[config.mk]
export PLATFORM = sky130hd
export DESIGN_NAME = pcihost_cfg_front
export DESIGN_NICKNAME = d
export VERILOG_FILES = /design/src/rtl/pcihost_pkg.sv /design/src/rtl/pcihost_win_decode.sv /design/src/rtl/pcihost_cfgaddr_reg.sv /design/src/rtl/pcihost_irq_map.sv /design/src/rtl/pcihost_cfg_front.sv
export SDC_FILE = /design/constraint.sdc
export NUM_CORES = 1
export LEC_CHECK = 0
export ABC_AREA = 1
export CAP_MARGIN = 20
export CORE_MARGIN = 2
export CORE_UTILIZATION = 45
export DETAILED_ROUTE_END_ITERATION = 8
export DONT_BUFFER_PORTS = 1
export MAX_ROUTING_LAYER = met4
export PLACE_DENSITY = 0.6
export SLEW_MARGIN = 5
export SYNTH_ARGS = -nofsm -noshare
export SYNTH_HDL_FRONTEND = slang
export SYNTH_SLANG_ARGS = --single-unit
[constraint.sdc]
create_clock -name clk -period 3.2 [get_ports clk]
set_input_delay 0.64 -clock clk [delete_from_list [all_inputs] [get_ports clk]]
set_output_delay 0.64 -clock clk [all_outputs]
set_load 0.005 [all_outputs]
[src/rtl/pcihost_pkg.sv]
// Shared types and window constants for the PCI host configuration front end.
// Assumes window offsets below are relative to the SPECIAL_BASE parameter.
package pcihost_pkg;

    typedef enum logic [2:0] {
        WIN_NONE = 3'd0,
        WIN_CTRL = 3'd1,
        WIN_CFGA = 3'd2,
        WIN_IO   = 3'd3,
        WIN_MEM  = 3'd4
    } win_e;

    localparam int unsigned NUM_WIN = 4;

    localparam logic [63:0] CTRL_OFS  = 64'h0000_2000;
    localparam logic [63:0] CTRL_SPAN = 64'h0000_0040;
    localparam logic [63:0] CFGA_OFS  = 64'h0100_0000;
    localparam logic [63:0] CFGA_SPAN = 64'h0000_0010;
    localparam logic [63:0] IO_OFS    = 64'h0200_0000;
    localparam logic [63:0] IO_SPAN   = 64'h0001_0000;

    localparam int unsigned SEL_LO  = 11;
    localparam int unsigned EN_BIT  = 16;
    localparam logic [31:0] REG_MASK = 32'h0000_07FC;

endpackage

[src/rtl/pcihost_win_decode.sv]
// Window decoder: classifies a CPU address into one of four windows and
// returns the offset inside the hit window. Assumes windows do not overlap.
module pcihost_win_decode
    import pcihost_pkg::*;
#(
    parameter int unsigned ADDR_W       = 36,
    parameter logic [63:0] SPECIAL_BASE = 64'h1_FE00_0000,
    parameter logic [63:0] MEM_BASE     = 64'h4_0000_0000,
    parameter int unsigned MEM_OFF_W    = 28
) (
    input  logic              clk,
    input  logic              rst_n,
    input  logic [ADDR_W-1:0] addr,
    output win_e              win,
    output logic [ADDR_W-1:0] offset
);

    localparam logic [63:0] MEM_SPAN = 64'd1 << MEM_OFF_W;

    // Base address of window k (0 ctrl, 1 cfg address, 2 io, 3 data).
    function automatic logic [ADDR_W-1:0] wbase(input int k);
        case (k)
            0:       wbase = ADDR_W'(SPECIAL_BASE + CTRL_OFS);
            1:       wbase = ADDR_W'(SPECIAL_BASE + CFGA_OFS);
            2:       wbase = ADDR_W'(SPECIAL_BASE + IO_OFS);
            default: wbase = ADDR_W'(MEM_BASE);
        endcase
    endfunction

    // Byte span of window k.
    function automatic logic [ADDR_W:0] wspan(input int k);
        case (k)
            0:       wspan = (ADDR_W+1)'(CTRL_SPAN);
            1:       wspan = (ADDR_W+1)'(CFGA_SPAN);
            2:       wspan = (ADDR_W+1)'(IO_SPAN);
            default: wspan = (ADDR_W+1)'(MEM_SPAN);
        endcase
    endfunction

    logic [NUM_WIN-1:0] hit;
    logic [ADDR_W-1:0]  woff [NUM_WIN];

    for (genvar k = 0; k < NUM_WIN; k++) begin : g_win
        assign woff[k] = addr - wbase(k);
        assign hit[k]  = (addr >= wbase(k)) && ({1'b0, woff[k]} < wspan(k));
    end

    // Turn the hit vector into a window code and select its offset.
    always_comb begin
        win    = WIN_NONE;
        offset = '0;
        if (hit[0]) begin
            win    = WIN_CTRL;
            offset = woff[0];
        end else if (hit[1]) begin
            win    = WIN_CFGA;
            offset = woff[1];
        end else if (hit[2]) begin
            win    = WIN_IO;
            offset = woff[2];
        end else if (hit[3]) begin
            win    = WIN_MEM;
            offset = woff[3];
        end
    end

    // the windows must never overlap.
    p_win_excl_r7: assert property (@(posedge clk) disable iff (!rst_n)
        $onehot0(hit));

endmodule

[src/rtl/pcihost_cfgaddr_reg.sv]
// Configuration-address register. On a write it converts a one-hot device
// select into bus/devfn/register form with an enable bit. It continuously
// rebuilds the one-hot form for reads. Assumes a 32-bit data path.
module pcihost_cfgaddr_reg
    import pcihost_pkg::*;
(
    input  logic        clk,
    input  logic        rst_n,
    input  logic        wr_en,
    input  logic [31:0] wdata,
    output logic [31:0] stored,
    output logic [31:0] rd_word
);

    // Lowest set bit from SEL_LO upward; 32 when none is set.
    function automatic logic [5:0] low_sel(input logic [31:0] v);
        logic [5:0] idx;
        idx = 6'd32;
        for (int b = 31; b >= int'(SEL_LO); b--) begin
            if (v[b]) idx = 6'(b);
        end
        return idx;
    endfunction

    logic [5:0]  sel_idx;
    logic [31:0] enc;
    logic [7:0]  devfn;
    logic [31:0] unused_hi;

    // Build the compact stored form from the written word.
    always_comb begin
        sel_idx = low_sel(wdata);
        enc     = (32'd1 << EN_BIT) | (wdata & REG_MASK) | (32'(sel_idx) << SEL_LO);
    end

    // Hold the configuration address; cleared by reset.
    always_ff @(posedge clk) begin
        if (!rst_n)     stored <= '0;
        else if (wr_en) stored <= enc;
    end

    // Rebuild the one-hot read view from the stored devfn and register bits.
    always_comb begin
        devfn   = stored[15:8];
        rd_word = (32'd1 << devfn[7:3]) | {21'd0, devfn[2:0], 8'd0} | {24'd0, stored[7:2], 2'b00};
    end

    assign unused_hi = {stored[31:16], 16'd0};

    // the register changes only when written.
    p_cfg_hold_r6: assert property (@(posedge clk) disable iff (!rst_n)
        !wr_en |=> $stable(stored));
    // a write always sets the enable bit.
    p_cfg_enable_r2: assert property (@(posedge clk) disable iff (!rst_n)
        wr_en |=> stored[EN_BIT]);
    // the two low bits never hold data.
    p_cfg_low_r2: assert property (@(posedge clk) disable iff (!rst_n)
        wr_en |=> (stored[1:0] == 2'b00));

endmodule

[src/rtl/pcihost_irq_map.sv]
// Interrupt line mapper. From a device's devfn and pin it gives the line it
// drives on the primary bus and on a secondary bus. Assumes pin is 0..3.
module pcihost_irq_map (
    input  logic       clk,
    input  logic       rst_n,
    input  logic [7:0] devfn,
    input  logic [1:0] pin,
    output logic [4:0] pri_idx,
    output logic [4:0] sec_idx
);

    logic unused_devfn;

    // Secondary: four lines per slot chosen by devfn bits 4..3.
    // Primary: odd functions take the upper block of 16 lines.
    always_comb begin
        sec_idx = {1'b0, devfn[4:3], 2'b00} + {3'b000, pin};
        pri_idx = {devfn[0], 2'b00, pin};
    end

    assign unused_devfn = ^{devfn[7:5], devfn[2:1]};

    // secondary lines stay within the first 16.
    p_sec_range_r12: assert property (@(posedge clk) disable iff (!rst_n)
        sec_idx < 5'd16);
    // primary lines stay within two blocks of four.
    p_pri_range_r13: assert property (@(posedge clk) disable iff (!rst_n)
        (pri_idx[3:2] == 2'b00));

endmodule

[src/rtl/pcihost_cfg_front.sv]
// PCI host configuration front end (top). Decodes single-cycle CPU requests
// into windows and forwards I/O and data-window accesses. It holds the
// configuration-address register and maps device interrupts to lines.
// Assumes one request at a time; all responses come one cycle later.
module pcihost_cfg_front
    import pcihost_pkg::*;
#(
    parameter int unsigned ADDR_W       = 36,
    parameter logic [63:0] SPECIAL_BASE = 64'h1_FE00_0000,
    parameter logic [63:0] MEM_BASE     = 64'h4_0000_0000,
    parameter int unsigned MEM_OFF_W    = 28
) (
    input  logic                 clk,
    input  logic                 rst_n,
    input  logic                 req_valid,
    input  logic                 req_write,
    input  logic [1:0]           req_size,
    input  logic [ADDR_W-1:0]    req_addr,
    input  logic [31:0]          req_wdata,
    output logic                 rd_valid,
    output logic [31:0]          rd_data,
    output logic [31:0]          cfg_addr,
    output logic                 io_valid,
    output logic                 io_write,
    output logic [1:0]           io_size,
    output logic [15:0]          io_port,
    output logic [31:0]          io_wdata,
    output logic                 mem_valid,
    output logic                 mem_write,
    output logic [1:0]           mem_size,
    output logic [MEM_OFF_W-1:0] mem_offset,
    output logic [31:0]          mem_wdata,
    input  logic [31:0]          fwd_rdata,
    input  logic [7:0]           irq_devfn,
    input  logic [1:0]           irq_pin,
    output logic [4:0]           irq_pri_idx,
    output logic [4:0]           irq_sec_idx
);

    win_e              win;
    logic [ADDR_W-1:0] woffset;
    logic [31:0]       cfg_rd;
    logic              is_rd;
    logic              cfg_wr;
    logic              go_io;
    logic              go_mem;
    logic              rd_fwd_q;
    logic [31:0]       rd_data_q;
    logic              unused_off;

    pcihost_win_decode #(
        .ADDR_W       (ADDR_W),
        .SPECIAL_BASE (SPECIAL_BASE),
        .MEM_BASE     (MEM_BASE),
        .MEM_OFF_W    (MEM_OFF_W)
    ) u_dec (
        .clk    (clk),
        .rst_n  (rst_n),
        .addr   (req_addr),
        .win    (win),
        .offset (woffset)
    );

    pcihost_cfgaddr_reg u_cfg (
        .clk     (clk),
        .rst_n   (rst_n),
        .wr_en   (cfg_wr),
        .wdata   (req_wdata),
        .stored  (cfg_addr),
        .rd_word (cfg_rd)
    );

    pcihost_irq_map u_irq (
        .clk     (clk),
        .rst_n   (rst_n),
        .devfn   (irq_devfn),
        .pin     (irq_pin),
        .pri_idx (irq_pri_idx),
        .sec_idx (irq_sec_idx)
    );

    // Request qualifiers per window; data window gated by the enable bit.
    always_comb begin
        is_rd  = req_valid && !req_write;
        cfg_wr = req_valid && req_write && (win == WIN_CFGA);
        go_io  = req_valid && (win == WIN_IO);
        go_mem = req_valid && (win == WIN_MEM) && cfg_addr[EN_BIT];
    end

    // Register the read response: source select and locally produced data.
    always_ff @(posedge clk) begin
        if (!rst_n) begin
            rd_valid  <= 1'b0;
            rd_fwd_q  <= 1'b0;
            rd_data_q <= '0;
        end else begin
            rd_valid  <= is_rd;
            rd_fwd_q  <= is_rd && (go_io || go_mem);
            rd_data_q <= (is_rd && (win == WIN_CFGA)) ? cfg_rd : '0;
        end
    end

    // Register the I/O window forward request.
    always_ff @(posedge clk) begin
        if (!rst_n) begin
            io_valid <= 1'b0;
            io_write <= 1'b0;
            io_size  <= '0;
            io_port  <= '0;
            io_wdata <= '0;
        end else begin
            io_valid <= go_io;
            if (go_io) begin
                io_write <= req_write;
                io_size  <= req_size;
                io_port  <= req_addr[15:0];
                io_wdata <= req_wdata;
            end
        end
    end

    // Register the data window forward request.
    always_ff @(posedge clk) begin
        if (!rst_n) begin
            mem_valid  <= 1'b0;
            mem_write  <= 1'b0;
            mem_size   <= '0;
            mem_offset <= '0;
            mem_wdata  <= '0;
        end else begin
            mem_valid <= go_mem;
            if (go_mem) begin
                mem_write  <= req_write;
                mem_size   <= req_size;
                mem_offset <= woffset[MEM_OFF_W-1:0];
                mem_wdata  <= req_wdata;
            end
        end
    end

    // Forwarded reads take the target's data in the response cycle.
    assign rd_data = rd_fwd_q ? fwd_rdata : rd_data_q;

    assign unused_off = ^woffset;

    // every read is answered in the next cycle.
    p_rdv_follows_r11: assert property (@(posedge clk) disable iff (!rst_n)
        (req_valid && !req_write) |=> rd_valid);
    // no response without a read.
    p_rdv_only_r11: assert property (@(posedge clk) disable iff (!rst_n)
        !(req_valid && !req_write) |=> !rd_valid);
    // data-window forwards only with configuration enabled.
    p_mem_gate_r9: assert property (@(posedge clk) disable iff (!rst_n)
        mem_valid |-> cfg_addr[EN_BIT]);
    // the port number is the low 16 request address bits.
    p_io_port_r8: assert property (@(posedge clk) disable iff (!rst_n)
        io_valid |-> (io_port == $past(req_addr[15:0])));
    // unmapped accesses forward nothing and read zero.
    p_unmapped_r10: assert property (@(posedge clk) disable iff (!rst_n)
        (req_valid && win == WIN_NONE) |=> (!io_valid && !mem_valid && rd_data == 32'd0));

endmodule

==> results of run 1 <==
## flip-flops by register name (all words and copies together) (netlist names)
name          count
mem_size          2
io_size           2
rd_valid          1
rd_data_q        32
mem_valid         1
u_cfg.stored     15
io_wdata         32
io_valid          1
mem_write         1
mem_wdata        32
mem_offset       28
rd_fwd_q          1
io_write          1
io_port          16
## metal layers
metal  track usage (%)  wire length, um  vias up
met5                 -                0        -
met1              30.2            10700     3274
met4              8.47              493        0
met3              9.28             2210       29
met2              41.3            12000      274
li1                  -                -     3797
## path summary, 6_finish.rpt
check / slack (ns) / endpoint / start / cells past startpoint
max: 0.75 / rd_data_q[26] / req_addr[24] / 13
min: 0.34 / io_port[7] / rst_n / 2
max reg2reg: 1.71 / mem_offset[25] / u_cfg.stored[16] / 7
min reg2reg: 0.49 / mem_offset[21] / mem_offset[21] / 2
## cells in the mapped netlist, drive strengths merged (3+ instances only)
cell type / instances / area, sq um
nand2: 261 / 992
buf: 61 / 389
o211ai: 3 / 22.5
a211oi: 52 / 390
clkbuf: 30 / 114
or2: 3 / 18.8
nor2: 197 / 790
dfxtp: 165 / 3300
mux2: 32 / 360
inv: 198 / 743
nand4: 33 / 213
xor2: 17 / 156
ha: 7 / 87.6
nand3b: 3 / 22.5
nand3: 95 / 475
o21ai: 23 / 126
clkinv: 3 / 11.3
nor3: 15 / 85.1
a21oi: 32 / 160
nor4: 4 / 25.0
xnor2: 3 / 26.3
## cells in the final DEF, fill, tap and decap left out, types with 3 or more instances in the layout
master      synthesis  routed
o211ai_1            3       3
nand3b_1            3       3
nor2_4              3       4
inv_1             196     196
nand4_1            32      32
inv_2               2       3
inv_8               0       4
o21ai_1             4       4
clkbuf_16           0      17
dfxtp_1           165     165
ha_1                7       7
xnor2_1             3       3
nand3_1            95      95
buf_4              30      20
mux2_2             32      32
nor4_1              4       4
nor2_2             11      11
xor2_1             16      16
nand2_1           256     256
nor3_1             13      13
a211oi_1           52      52
o21ai_0            16      16
a21oi_1            32      31
o21ai_2             3       3
nand2_2             5       5
buf_12              0       5
clkinvlp_4          0       4
nor2_1            183     182
conb_1              1      20
## where the power goes
| group | internal, W | switching [W] | total (W) |
|---|---|---|---|
| sequential | 0.00205 | 0.000000640 | 0.00205 |
| combinational | 0.0000683 | 0.000156 | 0.000224 |
| clock | 0.00105 | 0.000931 | 0.00198 |
| total | 0.00317 | 0.00109 | 0.00426 |
## critical path, delay by kind of cell
kind            cells  cell delay (ns)
compound gates      2             0.37
fa+ha+maj           1             0.20
buf+inv             3             0.37
simple gates        7             1.21
## cells by family after synthesis
kind of cell / Yosys count / share of synthesized area, %
multiplexers: 32 / 4.22
flip-flops: 165 / 38.7
AND/OR/NAND/NOR: 612 / 30.8
XOR/XNOR: 20 / 2.14
other: 1 / 0.0439
buffers and inverters: 292 / 14.7
adder cells (fa/ha/maj): 7 / 1.02
AO/OA/AOI/OAI: 113 / 8.45
## through the flow
stage / hold WS [ns] / cell area [sq um] / power (W)
after global placement: 0.476 / 8670 / 0.00233
after CTS: 0.317 / 9250 / 0.00430
after global routing: 0.324 / 9260 / 0.00441
final: 0.340 / 9260 / 0.00426
after floorplan: 0.462 / 8620 / 0.00231
after detailed placement: 0.479 / 8670 / 0.00233
## area by class of cell
type | instances | area (sq um) | share of cell area (%)
clock buffers | 18 | 439 | 4.74
well taps | 234 | 293 | 3.16
multi-input cells | 804 | 4070 | 44.0
flip-flops and latches | 165 | 3300 | 35.7
inverters | 201 | 754 | 8.15
clock inverters | 14 | 139 | 1.50
diodes | 2 | 5.00 | 0.0541
repair buffers | 25 | 250 | 2.70
==> results.md, run 1 <==
* Critical Path Max Stage Delay at 0.25 ns
* Mapped Cells at 1242
* Worst skew pair latency at 0.42 ns
* Worst Skew at 0.00636 ns
* Max Slew Vio Count at 0
* # port buffers at 0
* Vias/cell at 5.04
* Worst-Margin Slew at 0.589 ns
* Initial DRC Count at 356
* Ys async rst share at 0%
* Resized cells post-CTS at 0
* Minimum clock period after layout at 2.45 ns
* Aggregate routed wire length at 25400 um
* Worst-path fanout max at 16
* Peak Freq at 407 MHz
* Crit-path slowest cell: o21ai_1
* PwrDens at 460 nW/um^2
* # setup viols final at 0
* CP Class: primary input to flip-flop
* Die span in x at 142 um
* Layout cell share with drive strength beyond 1 at 9.86%
* Fin worst setup slack at 0.746 ns
* Core Footprint at 18600 sq um
* Crit path cell chain: ha_1 > inv_1 > nor2_4 > inv_1 > o21ai_1 > o21ai_0 > nor2_1 > nand3b_1 > nor2_2 > nand2_1 > clkinv_1 > nand2_2 > nor2_1
* Largest net degree at the start of global routing at 57
* Vias in the first global route at 6984
* First-pass GRT wire length at 38700 um
* WP data arrival at 2.81 ns
* Cell Count Post-Placement at 1429
* Avg Cell Area, Syn at 6.88 sq um
* Synth warn at 0
* GP Congestion at 0.900
* Final nets at 1337
* Die H at 142 um
* RSZ-0062 raised after global routing: no
* Number of buffers created by CTS at 17
* Total grt overflow at 0
* Static leakage at 3.96 nW
* Place WS at 0.296 ns
* CTS Buffer Depth at 2
* Fillers at 1943
* Cell Count, Final, Fillers Out at 1463
* Clock sink count at 165
* GR Util All Layers at 25.8%
* Rows at 50
* Yosys reg bits at 165
* Setup crit start kind: primary input
* Peak supply drop at 0.000378 V
* Sequential area share after synthesis at 38.7%
* CTS tree: done
* EDFF count, synth at 0
* Wire per inst at 17.4 um
* Initial antenna violation count at 2
* Root buf cell: clkbuf_16
* Drt drc at 0
* Fin Setup TNS at 0 ns
* Die ar. at 20100 sq um
* Layout area overhead at 8.35%
* Post-synth cell types at 40
* Antenna-violating nets left at 0
* Status: finished, final reports clean
* Worst setup EP type: flip-flop
* Crit share post-route at 76.7%
* Hold Buf Count CTS at 0
* Initial Util at 45.8%
* CTS H-tree depth at 4
* Fin util at 49.7%
* Post CTS Setup Buffer Count at 0
* Worst EP required at 3.55 ns
* Min-delay worst type: primary input to flip-flop
* Final HPWL DP at 19300 um
* Max Cap Viol at 0
* CTS clk-pin slew, worst paths at 0.07 ns
* Final hold vios at 0
* Main flop type after synthesis: dfxtp_1
* Max-slew headroom at 60.7%
* Detailed Routing Iterations Pass 1 at 5
* Via count at 7374
* Ports at 307
* Synthesized area at 8540 sq um
Power figures use the tool's default switching activity.
==> inputs of run 2 (changes only) <==
--- a/config.mk
+++ b/config.mk
@@ -12,7 +12,7 @@
 export DETAILED_ROUTE_END_ITERATION = 8
 export DONT_BUFFER_PORTS = 1
 export MAX_ROUTING_LAYER = met4
-export PLACE_DENSITY = 0.6
+export PLACE_DENSITY = 0.62
 export SLEW_MARGIN = 5
 export SYNTH_ARGS = -nofsm -noshare
 export SYNTH_HDL_FRONTEND = slang
==> constraint.sdc (replaced) <==
create_clock -name clk -period 2.25 [get_ports clk]
set_input_delay 0.45 -clock clk [delete_from_list [all_inputs] [get_ports clk]]
set_output_delay 0.45 -clock clk [all_outputs]
set_load 0.005 [all_outputs]
==> run 2 against run 1 <==
  * Flip-flop and latch count unchanged
  * Utilization increased by 4.9 points
  * Cell count increased by 5.4%
  * Power increased by 46%
  * Via count increased by 4.8%
  * First-iteration DRC count increased by 5.9%
==> results.md, run 2 (synthesized netlist as in run 1, its figures left out) <==
* Status: finished, final reports clean
* Final Instance Area at 10200 sq um
* Die H at 142 um
* Crit path cell chain: ha_2 > inv_2 > nor2_4 > inv_1 > o21ai_1 > o21ai_0 > nor2_1 > nand3b_1 > buf_4 > nor2_4 > nand2_1 > or2_1 > buf_12 > buf_12 > nor2_2
* Hold_sp: rst_n
* Reg-to-Reg Start: u_cfg.stored[16]
* Static leakage at 4.45 nW
* WP data arrival at 2.51 ns
* Reg-to-reg critical path endpoint: mem_wdata[26]
* Drt drc at 0
* Internal power at 0.00467 W
* Initial DRC Count at 377
* Commonest cells after routing, fill and taps aside: 253 x nand2_1, 192 x inv_1, 180 x nor2_1, 165 x dfxtp_1, 91 x nand3_1
* Min-delay worst type: primary input to flip-flop
* Final HPWL DP at 18600 um
* RSZ-0062 raised after global routing: yes
* Fin Setup TNS at 0 ns
* Via count at 7727
* Max Cap Viol at 0
* First-pass GRT wire length at 37500 um
* # setup viols final at 0
* Die ar. at 20100 sq um
* CTS Buffer Depth at 2
* Worst skew pair latency at 0.43 ns
* Detailed Routing Iterations Pass 1 at 5
* Comb power frac at 6.7%
* Layout area overhead at 19.0%
* Aggregate routed wire length at 25200 um
* Most common cell after layout, fill and taps aside: nand2_1
* Switching share of total power at 25.1%
* CP Class: primary input to flip-flop
* Critical Path Max Stage Delay at 0.25 ns
* Crit share post-route at 95.3%
* Worst EP required at 2.62 ns
* Hold Buf Count CTS at 0
* Worst-Margin Slew at 0.670 ns
* Largest regs: io_wdata x32, mem_wdata x32, rd_data_q x32
* Total grt overflow at 0
* Initial Util at 45.8%
* Vias/cell at 5.01
* CP bufs+invs at 5
* Psw at 0.00157 W
* Initial antenna violation count at 0
* R2R Setup Slk at 0.77 ns
* Layout cell share with drive strength beyond 1 at 17.0%
* Rows at 50
* Fin worst setup slack at 0.106 ns
* Die span in x at 142 um
* Clock power frac at 46.5%
* Max-slew headroom at 54.9%
* Fillers at 1815
* Clock sink count at 165
* Hold_ws at 0.151 ns
* Place WS at -0.373 ns
* Crit-path slowest cell: or2_1
* Worst setup EP type: flip-flop
* Largest net degree at the start of global routing at 78
* GP Congestion at 0.973
* Wire per inst at 16.3 um
* Max Slew Vio Count at 0
* Final hold vios at 0
* Number of buffers created by CTS at 17
* Flop pwr share at 46.9%
* Antenna-violating nets left at 0
* Peak Freq at 466 MHz
* PwrDens at 613 nW/um^2
* CTS tree: done
* Crit path max-delay family: simple AND/OR/NAND/NOR gates
* WHS Path Cells at 2
* CTS clk-pin slew, worst paths at 0.07 ns
* Vias in the first global route at 7070
* Worst Skew at 0.0137 ns
* R2R depth at 5
* DP Area at 9350 sq um
* Peak supply drop at 0.000483 V
* # port buffers at 0
* Minimum clock period after layout at 2.14 ns
* Final nets at 1418
* Root buf cell: clkbuf_16
* Worst-path fanout max at 14
* Fin util at 54.6%
* Ports at 307
* Setup crit start kind: primary input
* GR Util All Layers at 24.4%
* Worst Hold End: io_wdata[15]
* CTS H-tree depth at 4
* Core Footprint at 18600 sq um
* Antenna cells at 0
## run 2: how the worst max path moves through the flow
stage,startpoint,to,cells past startpoint
floorplan,req_addr[13],io_port[0],17
global placement,req_addr[13],io_port[9],17
detailed placement,req_addr[13],io_wdata[29],17
CTS,req_addr[13],io_wdata[29],17
global route,req_addr[23],io_port[11],17
finish,req_addr[24],rd_data_q[0],15
## run 2: layout make-up
class	count	area (sq um)	area share, %
Inverter	201	759	7.47
Sequential cell	165	3300	32.5
Tap cell	234	293	2.88
Clock buffer	17	425	4.18
Multi-Input combinational cell	804	4180	41.1
Clock inverter	15	165	1.62
Timing Repair Buffer	106	1050	10.3
## run 2: what timing repair did
| item | in CTS | in global routing |
|---|---|---|
| buffers inserted | 0 | 4 |
| resized for setup | 0 | 26 |
| endpoints found under the setup margin | 0 | 91 |
## run 2: stage by stage
stage	cells	total power, W
6_report	1542	0.00623
5_1_grt	1542	0.00647
4_1_cts	1534	0.00628
3_5_place_dp	1502	0.00338
3_3_place_gp	1502	0.00338
2_1_floorplan	1261	0.00329
## run 2: worst reg2reg max path, stage by stage (launching register included)
cell	delay, ns
dfxtp_1	0.48
nand2_1	0.14
nor2_4	0.23
buf_12	0.26
nor2_1	0.08
a211oi_1	0.19
## run 2: per-layer routing
layer | global-route usage, % | part of all wire [%] | wire length (um)
met3 | 7.15 | 8.3 | 2100
met2 | 40.6 | 49 | 12400
met4 | 8.79 | 2.3 | 592
met1 | 28.1 | 40 | 10100
met5 | - | 0 | 0
## run 2: power groups by stage
stage | Clock [W] | Combinational [W] | Sequential, W
floorplan | 0 | 0.000304 | 0.00299
finish | 0.00290 | 0.000417 | 0.00292
global placement | 0 | 0.000398 | 0.00299
CTS | 0.00296 | 0.000399 | 0.00292
global route | 0.00309 | 0.000464 | 0.00292
detailed placement | 0 | 0.000398 | 0.00299
==> inputs of run 3 (changes only) <==
--- a/config.mk
+++ b/config.mk
@@ -12,7 +12,7 @@
 export DETAILED_ROUTE_END_ITERATION = 8
 export DONT_BUFFER_PORTS = 1
 export MAX_ROUTING_LAYER = met4
-export PLACE_DENSITY = 0.62
+export PLACE_DENSITY = 0.6
 export SLEW_MARGIN = 5
 export SYNTH_ARGS = -nofsm -noshare
 export SYNTH_HDL_FRONTEND = slang
==> constraint.sdc (replaced) <==
create_clock -name clk -period 2.3 [get_ports clk]
set_input_delay 0.46 -clock clk [delete_from_list [all_inputs] [get_ports clk]]
set_output_delay 0.46 -clock clk [all_outputs]
set_load 0.005 [all_outputs]
==> run 3 against run 2 <==
  * Utilization shrank 0.67 points
  * Power shrank 2.2%
  * Worst hold slack better by 0.0059 ns
  * First-iteration DRC count fell by 0.27%
  * Register-to-register slack better by 0.05 ns
  * Global-route usage increased by 0.30 points
  * Cell area down 1.2%
  * Die area did not move
  * Clock power decreased by 2%
  * Combinational power is 6.5% lower
==> results.md, run 3 (synthesized netlist as in run 1, its figures left out) <==
* Status: finished, final reports clean
* Final hold vios at 0
* Final nets at 1413
* Crit-path slowest cell: a211oi_1
* Antenna cells at 0
* Vias/cell at 4.98
* GR Util All Layers at 24.7%
* Root buf cell: clkbuf_16
* WP data arrival at 2.44 ns
* Detailed Routing Iterations Pass 1 at 4
* Wire per inst at 16.2 um
* CTS tree: done
* CTS H-tree depth at 4
* Min-delay worst type: primary input to flip-flop
* Total grt overflow at 0
* Reg-to-Reg Start: u_cfg.stored[16]
* Initial antenna violation count at 0
* Vias in the first global route at 6867
* Antenna-violating nets left at 0
* GP Congestion at 0.954
* Crit share post-route at 92.0%
* CP dominant cell by count: nand2_1
* # port buffers at 0
* Final Instance Area at 10000 sq um
* CTS Buffer Depth at 2
* Die H at 142 um
* DP Area at 9240 sq um
* Hold_sp: rst_n
* Die span in x at 142 um
* Rows at 50
* Worst-path fanout max at 8
* Setup crit start kind: primary input
* PwrDens at 606 nW/um^2
* Crit path cell chain: nor3_2 > buf_4 > nand2_1 > inv_1 > nand2_1 > a211oi_1 > nand3_1 > nor2_1 > nand4_1 > nand2_2 > inv_4 > nand2_8 > clkbuf_16 > nand2_1 > inv_1 > nor2_1
* Peak supply drop at 0.000463 V
* Number of buffers created by CTS at 17
* Fin Setup TNS at 0 ns
* WHS Path Cells at 2
* Ports at 307
* Clock sink count at 165
* Worst setup EP type: flip-flop
* R2R depth at 5
* Peak Freq at 473 MHz
* Core Footprint at 18600 sq um
* Commonest cells after routing, fill and taps aside: 251 x nand2_1, 194 x inv_1, 180 x nor2_1, 165 x dfxtp_1, 94 x nand3_1
* Max Cap Viol at 0
* Worst EP required at 2.63 ns
* Initial Util at 45.8%
* Hold Buf Count CTS at 0
* Worst skew pair latency at 0.43 ns
* # setup viols final at 0
* Critical Path Max Stage Delay at 0.24 ns
* Initial DRC Count at 376
* Final HPWL DP at 18400 um
* Layout cell share with drive strength beyond 1 at 16.3%
* Static leakage at 4.39 nW
* Minimum clock period after layout at 2.12 ns
* Die ar. at 20100 sq um
* Layout area overhead at 17.6%
* First-pass GRT wire length at 37600 um
* Reg-to-reg critical path endpoint: mem_wdata[4]
* R2R Setup Slk at 0.82 ns
* Via count at 7656
* CP Class: primary input to flip-flop
* Largest net degree at the start of global routing at 78
* Most common cell after layout, fill and taps aside: nand2_1
* Worst Skew at 0.00628 ns
* Aggregate routed wire length at 25000 um
* Max Slew Vio Count at 0
* Largest regs: io_wdata x32, mem_wdata x32, rd_data_q x32
* CTS clk-pin slew, worst paths at 0.07 ns
* Worst Hold End: io_wdata[30]
* Drt drc at 0
-- run 3: cell types whose count changed in the layout (fill, tap and decap cells not counted), sizes merged --
cell	before	now
inv	206	205
buf	102	97
clkinvlp	4	5
-- run 3: worst max-delay path by stage --
stage                       startpoint            end  depth (start not counted)
after floorplan           req_addr[33]  rd_data_q[10]                         14
after CTS                 req_addr[13]    io_port[15]                         17
after global routing      req_addr[17]   io_wdata[30]                         19
final                     req_addr[14]    io_port[15]                         16
after global placement    req_addr[13]   io_wdata[19]                         16
after detailed placement  req_addr[13]   io_wdata[27]                         17
-- run 3: final cells by class --
cell class / count / area, sq um
fillers: 1918 / 8600
multi-input cells: 804 / 4150
flip-flops and latches: 165 / 3300
repair buffers: 101 / 951
inverters: 201 / 758
clock buffers: 17 / 425
well taps: 234 / 293
clock inverters: 15 / 166
-- run 3: power by group --
part	internal (W)	switching, W
clock network	0.00154	0.00131
logic	0.000159	0.000231
registers	0.00286	0.000000620
-- run 3: repair_timing --
action | 4_1_cts | 5_1_grt
endpoints found under the setup margin | 0 | 73
setup buffers | 0 | 2
gates resized for setup | 0 | 25
-- run 3: worst max-delay path: cells and delay by family --
family	cells	cell delay (ns)
AO/OA/AOI/OAI	1	0.24
buffers and inverters	5	0.54
AND/OR/NAND/NOR	10	1.18
-- run 3: metrics by stage --
| step | util, % | instances | power [W] | hold slack (ns) | setup slack (ns) |
|---|---|---|---|---|---|
| after floorplan | - | 1261 | 0.00322 | 0.462 | 0.0151 |
| after global placement | 49.5 | 1498 | 0.00330 | 0.475 | -0.295 |
| after detailed placement | 49.5 | 1498 | 0.00330 | 0.476 | -0.309 |
| after CTS | 52.7 | 1530 | 0.00615 | 0.133 | 0.128 |
| after global routing | 53.9 | 1537 | 0.00634 | 0.142 | -0.0223 |
| final | 53.9 | 1537 | 0.00609 | 0.157 | 0.184 |
-- run 3: per-layer routing --
metal / up-vias / global-route usage (%) / wire length [um]
met5: - / - / 0
met4: 0 / 9.58 / 663
met3: 41 / 6.92 / 2050
met2: 272 / 39.4 / 12000
met1: 3396 / 29.8 / 10300
li1: 3947 / - / -
